<file path="src/rtl/fpmx_pkg.sv">
// Shared codes for the load/store-multiple sequencer.
// Assumes mode and width arrive as 2-bit codes from the decoder.
package fpmx_pkg;

    typedef enum logic [1:0] {
        MODE_INC_AFTER  = 2'd0,
        MODE_DEC_BEFORE = 2'd1,
        MODE_STK_EMPTY  = 2'd2,
        MODE_STK_FULL   = 2'd3
    } mode_e;

    typedef enum logic [1:0] {
        WID_SINGLE  = 2'd0,
        WID_DOUBLE  = 2'd1,
        WID_UNSPEC  = 2'd2,
        WID_RSVD    = 2'd3
    } width_e;

endpackage

</file>
<file path="src/rtl/fpmx_cfg_check.sv">
// Request decoder: resolves direction from mode and load/store, sizes
// the transfer in words and base-delta words, and checks legality.
// Assumes inputs are stable in the cycle they are evaluated.
module fpmx_cfg_check
    import fpmx_pkg::*;
#(
    parameter int NUM_SREG = 32,
    localparam int IDX_W   = $clog2(NUM_SREG),
    localparam int CNT_W   = IDX_W + 1,
    localparam int WRD_W   = CNT_W + 1
) (
    input  logic             is_load_i,
    input  logic [1:0]       mode_i,
    input  logic [1:0]       width_i,
    input  logic             wback_i,
    input  logic [IDX_W-1:0] first_i,
    input  logic [CNT_W-1:0] count_i,
    output logic             legal_o,
    output logic             descend_o,
    output logic             two_per_reg_o,
    output logic [WRD_W-1:0] n_words_o,
    output logic [WRD_W-1:0] delta_words_o
);

    localparam int NUM_DREG = NUM_SREG / 2;
    localparam int SUM_W    = CNT_W + 1;

    mode_e            mode;
    width_e           width;
    logic [SUM_W-1:0] range_end;
    logic             range_bad;

    assign mode  = mode_e'(mode_i);
    assign width = width_e'(width_i);

    // Resolve the stack modes into a direction for this load/store.
    always_comb begin
        unique case (mode)
            MODE_INC_AFTER:  descend_o = 1'b0;
            MODE_DEC_BEFORE: descend_o = 1'b1;
            MODE_STK_EMPTY:  descend_o = is_load_i;
            MODE_STK_FULL:   descend_o = !is_load_i;
            default:         descend_o = 1'b0;
        endcase
    end

    // Word count and base delta for each width class.
    always_comb begin
        two_per_reg_o = (width != WID_SINGLE);
        if (two_per_reg_o) begin
            n_words_o = {count_i, 1'b0};
        end else begin
            n_words_o = WRD_W'(count_i);
        end
        if (width == WID_UNSPEC) begin
            delta_words_o = n_words_o + WRD_W'(1);
        end else begin
            delta_words_o = n_words_o;
        end
    end

    // Register range must fit inside the register file of its width.
    always_comb begin
        range_end = SUM_W'(first_i) + SUM_W'(count_i);
        if (two_per_reg_o) begin
            range_bad = range_end > SUM_W'(NUM_DREG);
        end else begin
            range_bad = range_end > SUM_W'(NUM_SREG);
        end
    end

    // Combine all legality rules.
    always_comb begin
        legal_o = 1'b1;
        if (count_i == '0)                        legal_o = 1'b0;
        if (width == WID_RSVD)                    legal_o = 1'b0;
        if (!wback_i && mode != MODE_INC_AFTER)   legal_o = 1'b0;
        if (range_bad)                            legal_o = 1'b0;
    end

endmodule

</file>
<file path="src/rtl/fpmx_addr_plan.sv">
// Address planner: from the base and the resolved direction it derives
// the lowest word address and the base value offered for writeback.
// Assumes delta is in words; all arithmetic wraps at ADDR_W bits.
module fpmx_addr_plan #(
    parameter int ADDR_W = 32,
    parameter int WRD_W  = 7
) (
    input  logic [ADDR_W-1:0] base_i,
    input  logic              descend_i,
    input  logic              wback_i,
    input  logic [WRD_W-1:0]  delta_words_i,
    output logic [ADDR_W-1:0] start_addr_o,
    output logic [ADDR_W-1:0] base_next_o
);

    logic [ADDR_W-1:0] aligned;
    logic [ADDR_W-1:0] offset;
    logic [ADDR_W-1:0] low_end;
    logic [ADDR_W-1:0] updated;

    // Byte offset of the whole block and its two possible end points.
    always_comb begin
        aligned = base_i & ~ADDR_W'(3);
        offset  = ADDR_W'({delta_words_i, 2'b00});
        low_end = aligned - offset;
        updated = descend_i ? low_end : (aligned + offset);
    end

    // Lowest address is issued first; base passes through unless written back.
    always_comb begin
        start_addr_o = descend_i ? low_end : aligned;
        base_next_o  = wback_i ? updated : base_i;
    end

endmodule

</file>
<file path="src/rtl/fpmx_walker.sv">
// Word walker: issues one request per accepted word, ascending in address,
// advancing register index and half flag; pulses fin after the last word.
// Assumes load_i is only asserted while busy_o is low and n_words_i > 0.
module fpmx_walker #(
    parameter int ADDR_W = 32,
    parameter int IDX_W  = 5,
    parameter int WRD_W  = 7
) (
    input  logic              clk,
    input  logic              rst_n,
    input  logic              load_i,
    input  logic [ADDR_W-1:0] start_addr_i,
    input  logic [IDX_W-1:0]  first_i,
    input  logic              two_per_reg_i,
    input  logic [WRD_W-1:0]  n_words_i,
    input  logic              ready_i,
    output logic              busy_o,
    output logic [ADDR_W-1:0] addr_o,
    output logic [IDX_W-1:0]  reg_o,
    output logic              half_o,
    output logic              fin_o
);

    logic              busy_q;
    logic [ADDR_W-1:0] addr_q;
    logic [IDX_W-1:0]  reg_q;
    logic              half_q;
    logic              pair_q;
    logic [WRD_W-1:0]  left_q;
    logic              fin_q;
    logic              take;

    assign take = busy_q && ready_i;

    // Busy flag and remaining word count.
    always_ff @(posedge clk) begin
        if (!rst_n) begin
            busy_q <= 1'b0;
            left_q <= '0;
            fin_q  <= 1'b0;
        end else begin
            fin_q <= 1'b0;
            if (load_i) begin
                busy_q <= 1'b1;
                left_q <= n_words_i;
            end else if (take) begin
                left_q <= left_q - WRD_W'(1);
                if (left_q == WRD_W'(1)) begin
                    busy_q <= 1'b0;
                    fin_q  <= 1'b1;
                end
            end
        end
    end

    // Address, register index and half select for the current word.
    always_ff @(posedge clk) begin
        if (!rst_n) begin
            addr_q <= '0;
            reg_q  <= '0;
            half_q <= 1'b0;
            pair_q <= 1'b0;
        end else if (load_i) begin
            addr_q <= start_addr_i;
            reg_q  <= first_i;
            half_q <= 1'b0;
            pair_q <= two_per_reg_i;
        end else if (take) begin
            addr_q <= addr_q + ADDR_W'(4);
            if (!pair_q || half_q) begin
                reg_q  <= reg_q + IDX_W'(1);
                half_q <= 1'b0;
            end else begin
                half_q <= 1'b1;
            end
        end
    end

    assign busy_o = busy_q;
    assign addr_o = addr_q;
    assign reg_o  = reg_q;
    assign half_o = half_q;
    assign fin_o  = fin_q;

endmodule

</file>
<file path="src/rtl/fpmx_seq.sv">
// Top of the load/store-multiple sequencer. Takes a start only while
// idle, reports illegal requests for one cycle, runs the word walker for
// legal ones and offers the new base with the done strobe.
// Assumes start_i is a pulse; inputs other than start_i matter only with it.
module fpmx_seq
    import fpmx_pkg::*;
#(
    parameter int ADDR_W   = 32,
    parameter int NUM_SREG = 32,
    localparam int IDX_W   = $clog2(NUM_SREG),
    localparam int CNT_W   = IDX_W + 1,
    localparam int WRD_W   = CNT_W + 1
) (
    input  logic              clk,
    input  logic              rst_n,
    input  logic              start_i,
    input  logic              is_load_i,
    input  logic [1:0]        mode_i,
    input  logic [1:0]        width_i,
    input  logic [ADDR_W-1:0] base_i,
    input  logic              wback_i,
    input  logic [IDX_W-1:0]  first_reg_i,
    input  logic [CNT_W-1:0]  reg_count_i,
    output logic              req_valid_o,
    input  logic              req_ready_i,
    output logic [ADDR_W-1:0] req_addr_o,
    output logic [IDX_W-1:0]  req_reg_o,
    output logic              req_half_o,
    output logic              busy_o,
    output logic              done_o,
    output logic              illegal_o,
    output logic              base_wr_o,
    output logic [ADDR_W-1:0] base_new_o
);

    logic              legal;
    logic              descend;
    logic              two_per_reg;
    logic [WRD_W-1:0]  n_words;
    logic [WRD_W-1:0]  delta_words;
    logic [ADDR_W-1:0] start_addr;
    logic [ADDR_W-1:0] base_next;
    logic              walk_busy;
    logic              walk_fin;
    logic              take_start;
    logic              go;
    logic              illegal_q;
    logic              wb_q;
    logic [ADDR_W-1:0] base_q;

    fpmx_cfg_check #(
        .NUM_SREG (NUM_SREG)
    ) u_check (
        .is_load_i     (is_load_i),
        .mode_i        (mode_i),
        .width_i       (width_i),
        .wback_i       (wback_i),
        .first_i       (first_reg_i),
        .count_i       (reg_count_i),
        .legal_o       (legal),
        .descend_o     (descend),
        .two_per_reg_o (two_per_reg),
        .n_words_o     (n_words),
        .delta_words_o (delta_words)
    );

    fpmx_addr_plan #(
        .ADDR_W (ADDR_W),
        .WRD_W  (WRD_W)
    ) u_plan (
        .base_i        (base_i),
        .descend_i     (descend),
        .wback_i       (wback_i),
        .delta_words_i (delta_words),
        .start_addr_o  (start_addr),
        .base_next_o   (base_next)
    );

    // Starts are honoured only while no transfer is running.
    assign take_start = start_i && !walk_busy;
    assign go         = take_start && legal;

    fpmx_walker #(
        .ADDR_W (ADDR_W),
        .IDX_W  (IDX_W),
        .WRD_W  (WRD_W)
    ) u_walk (
        .clk           (clk),
        .rst_n         (rst_n),
        .load_i        (go),
        .start_addr_i  (start_addr),
        .first_i       (first_reg_i),
        .two_per_reg_i (two_per_reg),
        .n_words_i     (n_words),
        .ready_i       (req_ready_i),
        .busy_o        (walk_busy),
        .addr_o        (req_addr_o),
        .reg_o         (req_reg_o),
        .half_o        (req_half_o),
        .fin_o         (walk_fin)
    );

    // One-cycle illegal pulse for a rejected start.
    always_ff @(posedge clk) begin
        if (!rst_n) begin
            illegal_q <= 1'b0;
        end else begin
            illegal_q <= take_start && !legal;
        end
    end

    // Hold the writeback decision and base value for the done strobe.
    always_ff @(posedge clk) begin
        if (!rst_n) begin
            wb_q   <= 1'b0;
            base_q <= '0;
        end else if (go) begin
            wb_q   <= wback_i;
            base_q <= base_next;
        end
    end

    assign req_valid_o = walk_busy;
    assign busy_o      = walk_busy;
    assign done_o      = walk_fin;
    assign illegal_o   = illegal_q;
    assign base_wr_o   = walk_fin && wb_q;
    assign base_new_o  = base_q;

endmodule

</file>
<file path="config.mk">
export PLATFORM = sky130hd
export DESIGN_NAME = fpmx_seq
export DESIGN_NICKNAME = d
export VERILOG_FILES = /design/src/rtl/fpmx_pkg.sv /design/src/rtl/fpmx_cfg_check.sv /design/src/rtl/fpmx_addr_plan.sv /design/src/rtl/fpmx_walker.sv /design/src/rtl/fpmx_seq.sv
export SDC_FILE = /design/constraint.sdc
export NUM_CORES = 1
export LEC_CHECK = 0
export ABC_AREA = 1
export BUFFER_PORTS_ARGS = -buffer_cell sky130_fd_sc_hd__buf_2
export CAP_MARGIN = 20
export CORE_MARGIN = 10
export CORE_UTILIZATION = 35
export DETAILED_ROUTE_END_ITERATION = 10
export PLACE_DENSITY = 0.61
export REMOVE_ABC_BUFFERS = 1
export SLEW_MARGIN = 10
export SYNTH_ARGS = -nofsm -noshare
export SYNTH_HDL_FRONTEND = slang
export SYNTH_SLANG_ARGS = --single-unit
</file>
<file path="constraint.sdc">
create_clock -name clk -period 10.9 [get_ports clk]
set_clock_uncertainty 0.05 [all_clocks]
set_input_delay 1.09 -clock clk [delete_from_list [all_inputs] [get_ports clk]]
set_output_delay 1.09 -clock clk [all_outputs]
set_load 0.01 [all_outputs]
</file>
==> reports/metrics.yaml <==
logic_synthesis:
  async_flop_share_pct: 0
  avgSynthCellArea_um2: 5.55
  synth-edff-count: 0
  yosysWarnings: 0
  synth_ff_type: "dfxtp_1"
  synth_cell_types: 39
  yosys_register_bits: 80
  syn_area_um2: 7580
  synth_cells: 1365
  ys_seq_area_share_pct: 21.1
floorplan:
  num_rows: 53
  core_um2: 21200
  num_io_pins: 128
  die-area_um2: 27900
  start_util_pct: 35.8
  die-height_um: 167
  die_x_um: 167
clock_tree:
  cts.clk_slew.worst_paths_ns: 0.07
  numCtsBuffers: 9
  post_cts_buffers: 0
  clk-insertion-delay-late_ns: 0.35
  numClockSinks: 80
  cts_buffer_depth: 2
  htree_levels: 3
  cts_root_buffer: "clkbuf_16"
  cts_hold_repair.buffers: 0
  post_cts_resized: 0
  cts_tree: "yes"
global_routing:
  track_usage_pct: 19.6
  grt_first_pass_wirelength_mm: 45.4
  overflow: 0
  antenna_found_initial: 0
  grt_pass1_vias: 8309
  grt_max_degree: 64
finish:
  nets: 1533
  fin_util_pct: 40.9
  drive_gt1_share_pct: 11.0
  syn2layout_area_growth_pct: 14.0
  diodes: 0
  final.fill_count: 2402
  stdcell_area_um2: 8650
place:
  place_congestion: 0.911
  placed_area_um2: 8330
  io_buffers: 125
  place_ws_ns: 5.64
  dp_hpwl_mm: 22.0
worst_setup_path:
  crit_path_start_kind: "input pin"
  cp.buffers_inverters: 6
  crit_family: "simple AND/OR/NAND/NOR gates"
  crit_arrival_ns: 5.21
  required_ns: 11.14
  worstSetupPathType: "input pin to flip-flop"
  crit_top_cell: "nand2_1"
  worstSetupEndpointType: "flip-flop"
  max_stage_delay_ns: 0.57
  path_max_fanout: 13
  crit_slowest_cell: "nor2_1"
routing:
  vias_per_cell: 5.15
  drt-total-wl_mm: 28.6
  vias: 8923
  drtPass1Iterations: 5
  wl_per_cell_um: 16.5
  drc: 0
  ant_nets: 0
  first_iter_violations: 678
min_path:
  hp-class: "flip-flop to flip-flop"
timing:
  fin_crit_sh_pct: 45.6
  maxSlewHeadroom_pct: 26.7
  drv_slew: 0
  rsz0062_at_grt: "false"
  fmaxAchievable_mhz: 201
  finalSetupViolations: 0
  hold_violations: 0
  finalSetupTns_ns: 0
  setup_slack_ns: 5.93
  worst_slew_pin_slew_ns: 1.10
  fin_crit_ns: 4.97
job:
  max_cap_viol_count: 0
pwr:
  power_mw: 0.907
  p_leak_nw: 4.29
  vdd_drop_max_v: 0.0000737
  powerDensity_nw_per_um2: 105
run_status:
  status: "completed"
-- cell usage after synthesis, types with 4 or more instances --
| library cell | instances | area (µm²) |
|---|---|---|
| nand2_1 | 428 | 1610 |
| inv_1 | 158 | 593 |
| nor2_1 | 153 | 574 |
| nand3_1 | 149 | 746 |
| dfxtp_1 | 80 | 1600 |
| o21ai_0 | 78 | 390 |
| a21oi_1 | 65 | 325 |
| nand4_1 | 40 | 250 |
| nor3_1 | 35 | 175 |
| clkbuf_1 | 33 | 124 |
| ha_1 | 26 | 325 |
| o21ai_1 | 23 | 115 |
| xor2_1 | 17 | 149 |
| buf_2 | 13 | 65.1 |
| xnor2_1 | 9 | 78.8 |
| or2_2 | 7 | 43.8 |
| buf_4 | 6 | 45.0 |
| o211ai_1 | 6 | 45.0 |
| nand3b_1 | 4 | 30.0 |
-- layout by cell type (no fill, tap or decap), types with 2 or more instances in the layout --
cell type    n
a21oi_1     65
ha_1        26
o21bai_1     2
nor4_1       2
clkbuf_1     3
o21a_1       2
fa_1         3
nor3_1      35
xor2_1      17
o22ai_1      2
buf_4        4
bufinv_16    2
inv_1      158
inv_2        3
o211ai_1     6
o21ai_1     23
nand4_1     40
xnor2_1      9
conb_1       2
nor2_4       2
nor2_1     153
nand2_1    428
and2_1       2
or2_2        7
dfxtp_1     80
o21ai_0     78
o2111ai_1    3
nand3_1    149
clkbuf_16    9
nand3b_1     4
buf_2      125
nand2_2      3
-- metal layers --
layer	global-route usage, %	wire, µm
met1	27.8	13800
met3	3.18	1930
met5	0	0
met2	30.5	12500
met4	4.20	354
-- power breakdown --
part / leakage (nW) / switching (mW) / total [mW] / internal [mW]
Combinational: 3.49 / 0.173 / 0.249 / 0.0761
Sequential: 0.647 / 0.0134 / 0.318 / 0.304
Clock: 0.151 / 0.137 / 0.340 / 0.203
-- flip-flops by register name, indices dropped and copies added, names as in the netlist --
| name | count |
|---|---|
| u_walk.half_o | 1 |
| u_walk.reg_o | 5 |
| u_walk.addr_o | 30 |
| u_walk.pair_q | 1 |
| u_walk.left_q | 7 |
| base_new_o | 32 |
| wb_q | 1 |
| u_walk.busy_o | 1 |
| u_walk.fin_o | 1 |
| illegal_o | 1 |
-- layout make-up --
class / count / area [µm²] / area share (%)
multi-input cells: 1070 / 5130 / 59.3
clock buffers: 12 / 236 / 2.74
flip-flops and latches: 80 / 1600 / 18.5
inverters: 161 / 604 / 6.99
clock inverters: 4 / 77.6 / 0.897
repair buffers: 129 / 656 / 7.58
well taps: 275 / 344 / 3.98
-- path summary, 6_finish.rpt --
path,from,end,slack [ns],depth (start not counted)
min,base_new_o[31],base_new_o[31],0.40,2
min reg2reg,base_new_o[31],base_new_o[31],0.40,2
max reg2reg,u_walk.busy_o,base_new_o[4],8.00,7
max,width_i[1],u_walk.addr_o[31],5.93,27
-- worst register-to-register path, cell delays in order (launching register included) --
cell	delay, ns
dfxtp_1	0.33
inv_1	0.06
nand2_1	0.13
inv_1	0.25
nand3_4	0.59
nor2_4	0.89
inv_2	0.32
o21ai_1	0.21
-- stage by stage --
stage | hold slack, ns | std cells
final | 0.401 | 1731
after global routing | 0.414 | 1731
after CTS | 0.405 | 1731
after detailed placement | 0.390 | 1715
after global placement | 0.383 | 1715
after floorplan | 0.385 | 1311
-- cell families after synthesis --
logic type                 Yosys count  synth area share [%]
xor gates and xnor gates            26                  3.00
other                                1                0.0495
AOI/OAI and AO/OA                  184                  12.9
and+or+nand+nor                    829                  46.6
buffers and inverters              216                  11.3
adders and majority gates           29                  5.08
DFF                                 80                  21.1
Note: power is estimated with default switching activity, not from simulation.
